File: src/rtl/burst_rd_fifo_pkg.sv
`timescale 1ns/1ps
package burst_rd_fifo_pkg;
  typedef enum logic [0:0] {
    RD_IDLE  = 1'b0,
    RD_BURST = 1'b1
  } rd_mode_e;
endpackage

File: src/rtl/bfifo_store.sv
`timescale 1ns/1ps
module bfifo_store #(
  parameter int unsigned DATA_W = 32,
  parameter int unsigned TAG_W  = 4,
  parameter int unsigned DEPTH  = 16,
  localparam int unsigned AW    = $clog2(DEPTH)
) (
  input  logic              clk_i,
  input  logic              rst_ni,
  input  logic              wr_en_i,
  input  logic [AW-1:0]     wr_addr_i,
  input  logic [DATA_W-1:0] wr_data_i,
  input  logic [TAG_W-1:0]  wr_tag_i,
  input  logic              rd_en_i,
  input  logic [AW-1:0]     rd_addr_i,
  output logic [DATA_W-1:0] rd_data_o,
  output logic [TAG_W-1:0]  rd_tag_o
);
  typedef struct packed {
    logic [TAG_W-1:0]  tag;
    logic [DATA_W-1:0] data;
  } entry_t;

  entry_t mem_q [DEPTH];
  entry_t rd_q;

  always_ff @(posedge clk_i) begin
    if (wr_en_i) mem_q[wr_addr_i] <= '{tag: wr_tag_i, data: wr_data_i};
  end

  // registered read: one cycle from issue to data
  always_ff @(posedge clk_i or negedge rst_ni) begin
    if (!rst_ni)      rd_q <= '0;
    else if (rd_en_i) rd_q <= mem_q[rd_addr_i];
  end

  assign rd_data_o = rd_q.data;
  assign rd_tag_o  = rd_q.tag;
endmodule

File: src/rtl/bfifo_occ.sv
`timescale 1ns/1ps
module bfifo_occ #(
  parameter int unsigned DEPTH = 16,
  localparam int unsigned AW   = $clog2(DEPTH),
  localparam int unsigned CW   = $clog2(DEPTH + 1)
) (
  input  logic          clk_i,
  input  logic          rst_ni,
  input  logic          wr_req_i,
  input  logic          issue_i,
  input  logic          ack_i,
  output logic          wr_fire_o,
  output logic [AW-1:0] wr_ptr_o,
  output logic [AW-1:0] rd_ptr_o,
  output logic          avail_nz_o,
  output logic [CW-1:0] count_o,
  output logic          full_o,
  output logic          empty_o,
  output logic          aempty_o
);
  localparam logic [AW-1:0] PTR_LAST = AW'(DEPTH - 1);
  localparam logic [CW-1:0] CNT_FULL = CW'(DEPTH);

  logic [AW-1:0] wr_ptr_q, rd_ptr_q;
  logic [CW-1:0] count_q;
  logic [CW-1:0] unread;

  assign full_o    = (count_q == CNT_FULL);
  assign wr_fire_o = wr_req_i && !full_o;
  // count still includes the beat in flight; it is not issuable again
  assign unread     = count_q - CW'(ack_i);
  assign avail_nz_o = (unread != '0);

  always_ff @(posedge clk_i or negedge rst_ni) begin
    if (!rst_ni) begin
      wr_ptr_q <= '0;
      rd_ptr_q <= '0;
      count_q  <= '0;
    end else begin
      if (wr_fire_o) wr_ptr_q <= (wr_ptr_q == PTR_LAST) ? '0 : wr_ptr_q + 1'b1;
      if (issue_i)   rd_ptr_q <= (rd_ptr_q == PTR_LAST) ? '0 : rd_ptr_q + 1'b1;
      case ({wr_fire_o, ack_i})
        2'b10:   count_q <= count_q + 1'b1;
        2'b01:   count_q <= count_q - 1'b1;
        default: count_q <= count_q;
      endcase
    end
  end

  assign wr_ptr_o = wr_ptr_q;
  assign rd_ptr_o = rd_ptr_q;
  assign count_o  = count_q;
  assign empty_o  = (count_q == '0);
  assign aempty_o = (count_q == CW'(1));

  AST_NO_ACK_WHEN_DRAINED: assert property (@(posedge clk_i) disable iff (!rst_ni)
    ack_i |-> count_q != '0);
  AST_FLAGS_EXCL: assert property (@(posedge clk_i) disable iff (!rst_ni)
    !(empty_o && aempty_o));
  AST_SIMUL_HOLD: assert property (@(posedge clk_i) disable iff (!rst_ni)
    (wr_fire_o && ack_i) |=> $stable(count_q));
  AST_FULL_NO_GROW: assert property (@(posedge clk_i) disable iff (!rst_ni)
    (full_o && !ack_i) |=> full_o);
endmodule

File: src/rtl/bfifo_rd_ctrl.sv
`timescale 1ns/1ps
module bfifo_rd_ctrl
  import burst_rd_fifo_pkg::*;
#(
  parameter int unsigned BURST_LEN = 4,
  localparam int unsigned LW       = $clog2(BURST_LEN + 1)
) (
  input  logic clk_i,
  input  logic rst_ni,
  input  logic rd_req_i,
  input  logic rd_burst_i,
  input  logic avail_nz_i,
  output logic issue_o,
  output logic ack_o
);
  logic ack_q;

  generate
    if (BURST_LEN > 1) begin : g_burst
      rd_mode_e      mode_q;
      logic [LW-1:0] left_q;

      assign issue_o = avail_nz_i && ((mode_q == RD_BURST) || rd_req_i);

      always_ff @(posedge clk_i or negedge rst_ni) begin
        if (!rst_ni) begin
          mode_q <= RD_IDLE;
          left_q <= '0;
        end else if (mode_q == RD_IDLE) begin
          if (issue_o && rd_burst_i) begin
            mode_q <= RD_BURST;
            left_q <= LW'(BURST_LEN - 1);
          end
        end else if (!avail_nz_i) begin
          mode_q <= RD_IDLE;          // ran dry: end burst early
          left_q <= '0;
        end else begin
          left_q <= left_q - 1'b1;
          if (left_q == LW'(1)) mode_q <= RD_IDLE;
        end
      end

      AST_SINGLE_BEAT: assert property (@(posedge clk_i) disable iff (!rst_ni)
        (mode_q == RD_IDLE && !rd_burst_i) |=> mode_q == RD_IDLE);
      AST_BURST_LEFT: assert property (@(posedge clk_i) disable iff (!rst_ni)
        (mode_q == RD_BURST) |-> (left_q != '0 && left_q < LW'(BURST_LEN)));
    end else begin : g_single
      assign issue_o = avail_nz_i && rd_req_i;
    end
  endgenerate

  always_ff @(posedge clk_i or negedge rst_ni) begin
    if (!rst_ni) ack_q <= 1'b0;
    else         ack_q <= issue_o;
  end

  assign ack_o = ack_q;
endmodule

File: src/rtl/burst_rd_fifo.sv
`timescale 1ns/1ps
module burst_rd_fifo #(
  parameter int unsigned DATA_W    = 32,
  parameter int unsigned TAG_W     = 4,
  parameter int unsigned DEPTH     = 16,
  parameter int unsigned BURST_LEN = 4,
  localparam int unsigned AW       = $clog2(DEPTH),
  localparam int unsigned CW       = $clog2(DEPTH + 1)
) (
  input  logic              clk_i,
  input  logic              rst_ni,
  input  logic              wr_en_i,
  input  logic [DATA_W-1:0] wr_data_i,
  input  logic [TAG_W-1:0]  wr_tag_i,
  output logic              full_o,
  input  logic              rd_req_i,
  input  logic              rd_burst_i,
  output logic              rd_ack_o,
  output logic [DATA_W-1:0] rd_data_o,
  output logic [TAG_W-1:0]  rd_tag_o,
  output logic [CW-1:0]     count_o,
  output logic              empty_o,
  output logic              aempty_o
);
  logic          wr_fire, issue, avail_nz;
  logic [AW-1:0] wr_ptr, rd_ptr;

  bfifo_occ #(.DEPTH(DEPTH)) u_occ (
    .clk_i      (clk_i),
    .rst_ni     (rst_ni),
    .wr_req_i   (wr_en_i),
    .issue_i    (issue),
    .ack_i      (rd_ack_o),
    .wr_fire_o  (wr_fire),
    .wr_ptr_o   (wr_ptr),
    .rd_ptr_o   (rd_ptr),
    .avail_nz_o (avail_nz),
    .count_o    (count_o),
    .full_o     (full_o),
    .empty_o    (empty_o),
    .aempty_o   (aempty_o)
  );

  bfifo_rd_ctrl #(.BURST_LEN(BURST_LEN)) u_ctrl (
    .clk_i      (clk_i),
    .rst_ni     (rst_ni),
    .rd_req_i   (rd_req_i),
    .rd_burst_i (rd_burst_i),
    .avail_nz_i (avail_nz),
    .issue_o    (issue),
    .ack_o      (rd_ack_o)
  );

  bfifo_store #(.DATA_W(DATA_W), .TAG_W(TAG_W), .DEPTH(DEPTH)) u_store (
    .clk_i     (clk_i),
    .rst_ni    (rst_ni),
    .wr_en_i   (wr_fire),
    .wr_addr_i (wr_ptr),
    .wr_data_i (wr_data_i),
    .wr_tag_i  (wr_tag_i),
    .rd_en_i   (issue),
    .rd_addr_i (rd_ptr),
    .rd_data_o (rd_data_o),
    .rd_tag_o  (rd_tag_o)
  );

  AST_NO_ISSUE_EMPTY: assert property (@(posedge clk_i) disable iff (!rst_ni)
    issue |-> !empty_o);
  AST_ACK_FOLLOWS: assert property (@(posedge clk_i) disable iff (!rst_ni)
    rd_ack_o |-> $past(count_o) != '0);
endmodule

File: config.mk
export PLATFORM = sky130hd
export DESIGN_NAME = burst_rd_fifo
export DESIGN_NICKNAME = d
export VERILOG_FILES = /design/src/rtl/burst_rd_fifo_pkg.sv /design/src/rtl/bfifo_store.sv /design/src/rtl/bfifo_occ.sv /design/src/rtl/bfifo_rd_ctrl.sv /design/src/rtl/burst_rd_fifo.sv
export SDC_FILE = /design/constraint.sdc
export NUM_CORES = 1
export LEC_CHECK = 0
export ABC_AREA = 1
export BUFFER_PORTS_ARGS = -buffer_cell sky130_fd_sc_hd__buf_2
export CAP_MARGIN = 0
export CORE_MARGIN = 4
export CORE_UTILIZATION = 55
export CTS_BUF_LIST = sky130_fd_sc_hd__clkbuf_8
export DETAILED_ROUTE_END_ITERATION = 8
export PLACE_DENSITY = 0.75
export SLEW_MARGIN = 20
export SYNTH_ARGS = -nofsm -noshare
export SYNTH_HDL_FRONTEND = slang
export SYNTH_SLANG_ARGS = --single-unit
File: constraint.sdc
create_clock -name clk_i -period 2.9 [get_ports clk_i]
set_clock_uncertainty 0.1 [all_clocks]
set_input_delay 0.435 -clock clk_i [delete_from_list [all_inputs] [get_ports clk_i]]
set_output_delay 0.435 -clock clk_i [all_outputs]
set_load 0.01 [all_outputs]
== Yosys cells after proc, flatten, opt, wreduce, memory -nomap -nowiden ==
Memory sizes are Yosys's and may differ from the RTL's. A register that Yosys moved wholly into a read port is not among the register bits.
Index checks and enable logic that the tools add are counted.
W data, S select, Z words.

* Register bits: 18
* Bits in writable memories: 576
* Bits of input ports: 41
* Output and inout bits: 45
* Memories: 1

* $add $sub $neg: 6
* Equal/unequal tests: 7
* Mux-type cells: 12
* Reduce and logical (&&, ||, !) cells: 10

{| class="wikitable"
|+ Memories
! memory !! words !! width !! rd ports !! clocked after memory_dff !! wr ports !! line !! source
|-
| u_store.mem_q || 16 || 36 || 1 || 1 || 1 || bfifo_store.sv:24 || <nowiki>entry_t mem_q [DEPTH];</nowiki>
|}

{| class="wikitable"
|+ Operator list
! kind !! count
|-
| $pmux W5 S2 || 1
|-
| $mux W3 || 3
|-
| $add A4 B1 Y4 const B || 2
|-
| $eq A4 B4 Y1 const B || 2
|-
| $mux W4 || 2
|-
| $mux W1 || 6
|-
| $add A5 B1 Y5 const B || 1
|-
| $eq A5 B1 Y1 const B || 1
|-
| $eq A5 B5 Y1 const B || 1
|-
| $logic_not A5 Y1 || 1
|-
| $reduce_bool A5 Y1 || 1
|-
| $sub A5 B1 Y5 || 1
|-
| $sub A5 B1 Y5 const B || 1
|-
| $reduce_bool A2 Y1 || 2
|-
| $eq A3 B1 Y1 const B || 1
|-
| $logic_and A1 B1 Y1 || 3
|-
| $sub A3 B1 Y3 const B || 1
|-
| $eq A2 B1 Y1 const B || 1
|-
| $eq A2 B2 Y1 const B || 1
|-
| $logic_not A1 Y1 || 2
|-
| $logic_or A1 B1 Y1 || 1
|}

== Depth between registers and ports, before layout ==
* Depth in word-level cells: 6
* Depth in mapped cells: 12
* Mapped depth without buffers: 11

== Cells and area by module ==
A second synthesis with hierarchy kept.

* Cells, all modules: 2213
* Area total of the unflattened synthesis: 25569.5 um^2

{| class="wikitable"
|+ By module, submodules not included
! module !! times used !! cells each !! area each (um^2) !! seq. area each (um^2)
|-
| bfifo_store || 1 || 2065 || 24428.4 || 18197.5
|-
| bfifo_occ || 1 || 111 || 865.8 || 325.3
|-
| bfifo_rd_ctrl || 1 || 37 || 275.3 || 125.1
|}

== Least setup slack after synthesis ==
Ideal clock, no wire load.

* Path kind: reg-to-reg
* From: reg u_occ.count_q[0] (netlist: u_occ.count_o[0])
* To: mem u_store.mem_q[11][0] (netlist bit), enable pin
* Arrival time: 2767 ps
* Required time: 2371 ps
* Path slack: -396 ps
* Cell stages (with the launch flop): 8
* Buffers on the path: 0
* Clock period less this slack: 3296 ps
* Cell sequence: dfrtp_1 inv_1 ha_1 nand3_1 nand2_1 nor2_1 inv_1 nor2_1

* Word-level cells in the longest chain between the ends: 5

{| class="wikitable"
|+ RTL lines
! what !! line !! source
|-
| start: declaration || bfifo_occ.sv:25 || <nowiki>logic [CW-1:0] count_q;</nowiki>
|-
| start signal: assignment || bfifo_occ.sv:43 || <nowiki>2'b10: count_q <= count_q + 1'b1;</nowiki>
|-
| start signal: assignment || bfifo_occ.sv:44 || <nowiki>2'b01: count_q <= count_q - 1'b1;</nowiki>
|-
| start signal: assignment || bfifo_occ.sv:45 || <nowiki>default: count_q <= count_q;</nowiki>
|-
| $eq A5 B5 Y1 || bfifo_occ.sv:28 || <nowiki>assign full_o = (count_q == CNT_FULL);</nowiki>
|-
| $logic_not A1 Y1 || bfifo_occ.sv:29 || <nowiki>assign wr_fire_o = wr_req_i && !full_o;</nowiki>
|-
| $logic_and A1 B1 Y1 || bfifo_occ.sv:29 ||
|-
| $mux W1 || bfifo_store.sv:28 || <nowiki>if (wr_en_i) mem_q[wr_addr_i] <= '{tag: wr_tag_i, data: wr_data_i};</nowiki>
|-
| $mux W1 (not written as such) || bfifo_store.sv:28 ||
|-
| end: declaration || bfifo_store.sv:24 ||
|}

No other way between the ends.

== Worst setup path after layout ==
* From: reg u_occ.count_q[0] (netlist: u_occ.count_o[0])
* To: mem u_store.mem_q[14][18] (netlist bit), enable pin

The elaborated chain is that of the path after synthesis.

==> out/metrics.cfg <==
[outcome]
status=completed

[timing]
max_slew_margin=0.3957
finalMaxSlewViolations=0
finalCritPeriodShare=0.8978
setup-violations-final=0
hold_violations=0
post-route-min-period_ns=2.604
fmax_mhz=384.1
tightest_slew_ns=0.9064
hold_ws_ns=0.06159
rsz0062_at_grt=false

[detailed_routing]
drc=0
first_pass_iters=6
first_iter_violations=2096
vias_per_cell=5.617
wirelength_um=59800
ant_nets=0
wl_per_cell_um=20.03
vias=16770

[worst_setup_path]
crit_arrival_ns=2.84
critPathKind=flop to flop
cp-start-kind=flop
ff2ff_path_depth=8
end_kind=flop
crit_required_ns=3.14
critPathMaxFanout=36

[cells_and_area]
final_cell_mix=922 x nand2_1, 576 x edfxtp_1, 300 x nand3_1
fin_area_mm2=0.02857
utilization=0.6282
final_common_cell=nand2_1
drive_above_1_share=0.1195
fin_nets=2355
area_growth_pct=12.84
n_fill_cell=3437
ff_latch_area_mm2=0.01865
multiInputGateArea_mm2=0.006080

[logic_synthesis]
synth_cells=2178
synthesis.nets=2232
synth_warnings=0
seq_area_frac_synth=0.7365
netlist_area_mm2=0.02532
avgSynthCellArea_um2=11.62
ys_ff_latch=630
yosysUniqueCellTypes=28

[power_and_ir_drop]
p_leak_nw=11.19
total_power_mw=28.30
ir_worst_vdd_v=0.0009740
power.density_mw_per_mm2=990.4

[placement]
dp_hpwl_um=33470
dpl_cell_area_mm2=0.02671
io_buffers=85
gp_congestion=0.8945

[clock_network]
h-tree-depth=3
cts_resized=0
clkTransAtPathRegs_ns=0.06
cts_hold_buffers=1
post_cts_buffers=0
worstSkewPairLatency_ns=0.67
cts_buffer_depth=3
cts_tree=done
cts_root_buf=clkbuf_8
clock_sinks=630
cts_made_buffers=98

[worst_hold_path]
hold_depth=1
hp-class=input pin to flop

[floorplanning]
core.rowCount=78
start_util=0.5567
ios=86
die_w_um=222.6
core_region_area_mm2=0.04548
die-area_mm2=0.04953
fp.dieH_um=222.6

[global_route]
overflow=0
first_global_vias=16460
grt_max_degree=154
antenna_found_initial=1
grt_pass1_wl_um=93030
track_usage=0.2401

[run]
maxCapViolations=0

==> worst max-delay path, stage by stage, from the launching register on <==
cell and delay, ns:
dfrtp_1 0.46, inv_1 0.14, ha_1 0.24, nand3_1 0.10, nand2_1 0.19, inv_1 0.23
nand2_1 0.28, nor2_4 0.20, buf_12 0.29
==> synthesized netlist by cell type (all sizes together) <==
master	count	area, µm²
nand4	1	6.260
xnor2	2	17.52
xor2	8	70.07
edfxtp	576	17300
nor2	66	274.0
a21oi	73	365.4
ha	13	162.7
nand3	300	1501
buf	89	498.0
o21a	1	7.510
o211ai	2	15.01
o22ai	2	12.51
inv	29	111.4
clkinv	1	3.750
o21ai	10	50.04
dfrtp	54	1351
nand2	925	3477
clkbuf	26	97.59
==> per-stage QoR <==
stage	cells	setup TNS, ns	setup WS (ns)
after floorplan	2178	-209.20	-0.3957
after global placement	2800	0	0.4405
after detailed placement	2800	0	0.3177
after CTS	2985	0	0.2807
after global routing	2986	0	0.07593
final	2986	0	0.2965
==> registers in the layout, indices dropped and copies added (netlist names) <==
signal and count:
u_store.mem_q 576, u_ctrl.g_burst.mode_q 1, u_ctrl.ack_o 1, u_occ.wr_ptr_o 4, u_ctrl.g_burst.left_q 3, u_store.rd_data_o 32
u_store.rd_tag_o 4, u_occ.rd_ptr_o 4, u_occ.count_o 5
==> cells by family (layout without fill, tap and decap cells) <==
logic type,after synthesis,after routing,synth area share
buffers and inverters,145,352,0.02807
DFF,630,630,0.7365
other,0,1,0
adders and majority gates,13,13,0.006425
AOI/OAI and AO/OA,88,88,0.01779
xor gates and xnor gates,10,10,0.003460
and+or+nand+nor,1292,1292,0.2077
==> final timing paths <==
kind | start | to | slack, ns
max in group asynchronous | rst_ni | u_occ.rd_ptr_o[0] | 1.67
worst min register to register | u_store.rd_data_o[24] | u_store.rd_data_o[24] | 0.38
worst max register to register | u_occ.count_o[0] | u_store.mem_q[14][18] | 0.30
min in group asynchronous | rst_ni | u_store.rd_data_o[2] | 0.33
worst max-delay path | u_occ.count_o[0] | u_store.mem_q[14][18] | 0.30
worst min-delay path | wr_data_i[1] | u_store.mem_q[2][1] | 0.06
==> cell type report <==
cell class	instances	share of cell area
inverters	30	0.004292
clock inverters	78	0.01353
flip-flops and latches	630	0.6529
clock buffers	106	0.05106
well taps	600	0.02628
diodes	1	0.00008759
repair buffers	138	0.03906
multi-input cells	1403	0.2128
==> power by group <==
| part | leakage [nW] | internal, mW | switching [mW] | total (mW) |
|---|---|---|---|---|
| Combinational | 4.22 | 2.85 | 6.79 | 9.64 |
| Sequential | 5.84 | 11.2 | 0.557 | 11.7 |
| Clock | 1.13 | 3.62 | 3.33 | 6.95 |
==> routing by layer <==
layer,up-vias,wire (µm),GRT usage
li1,7739,-,-
met4,0,1561,0.08491
met5,-,0,0
met1,8120,24220,0.3303
met2,796,28930,0.3888
met3,116,5084,0.04637
(Power assumes the default switching activity.)
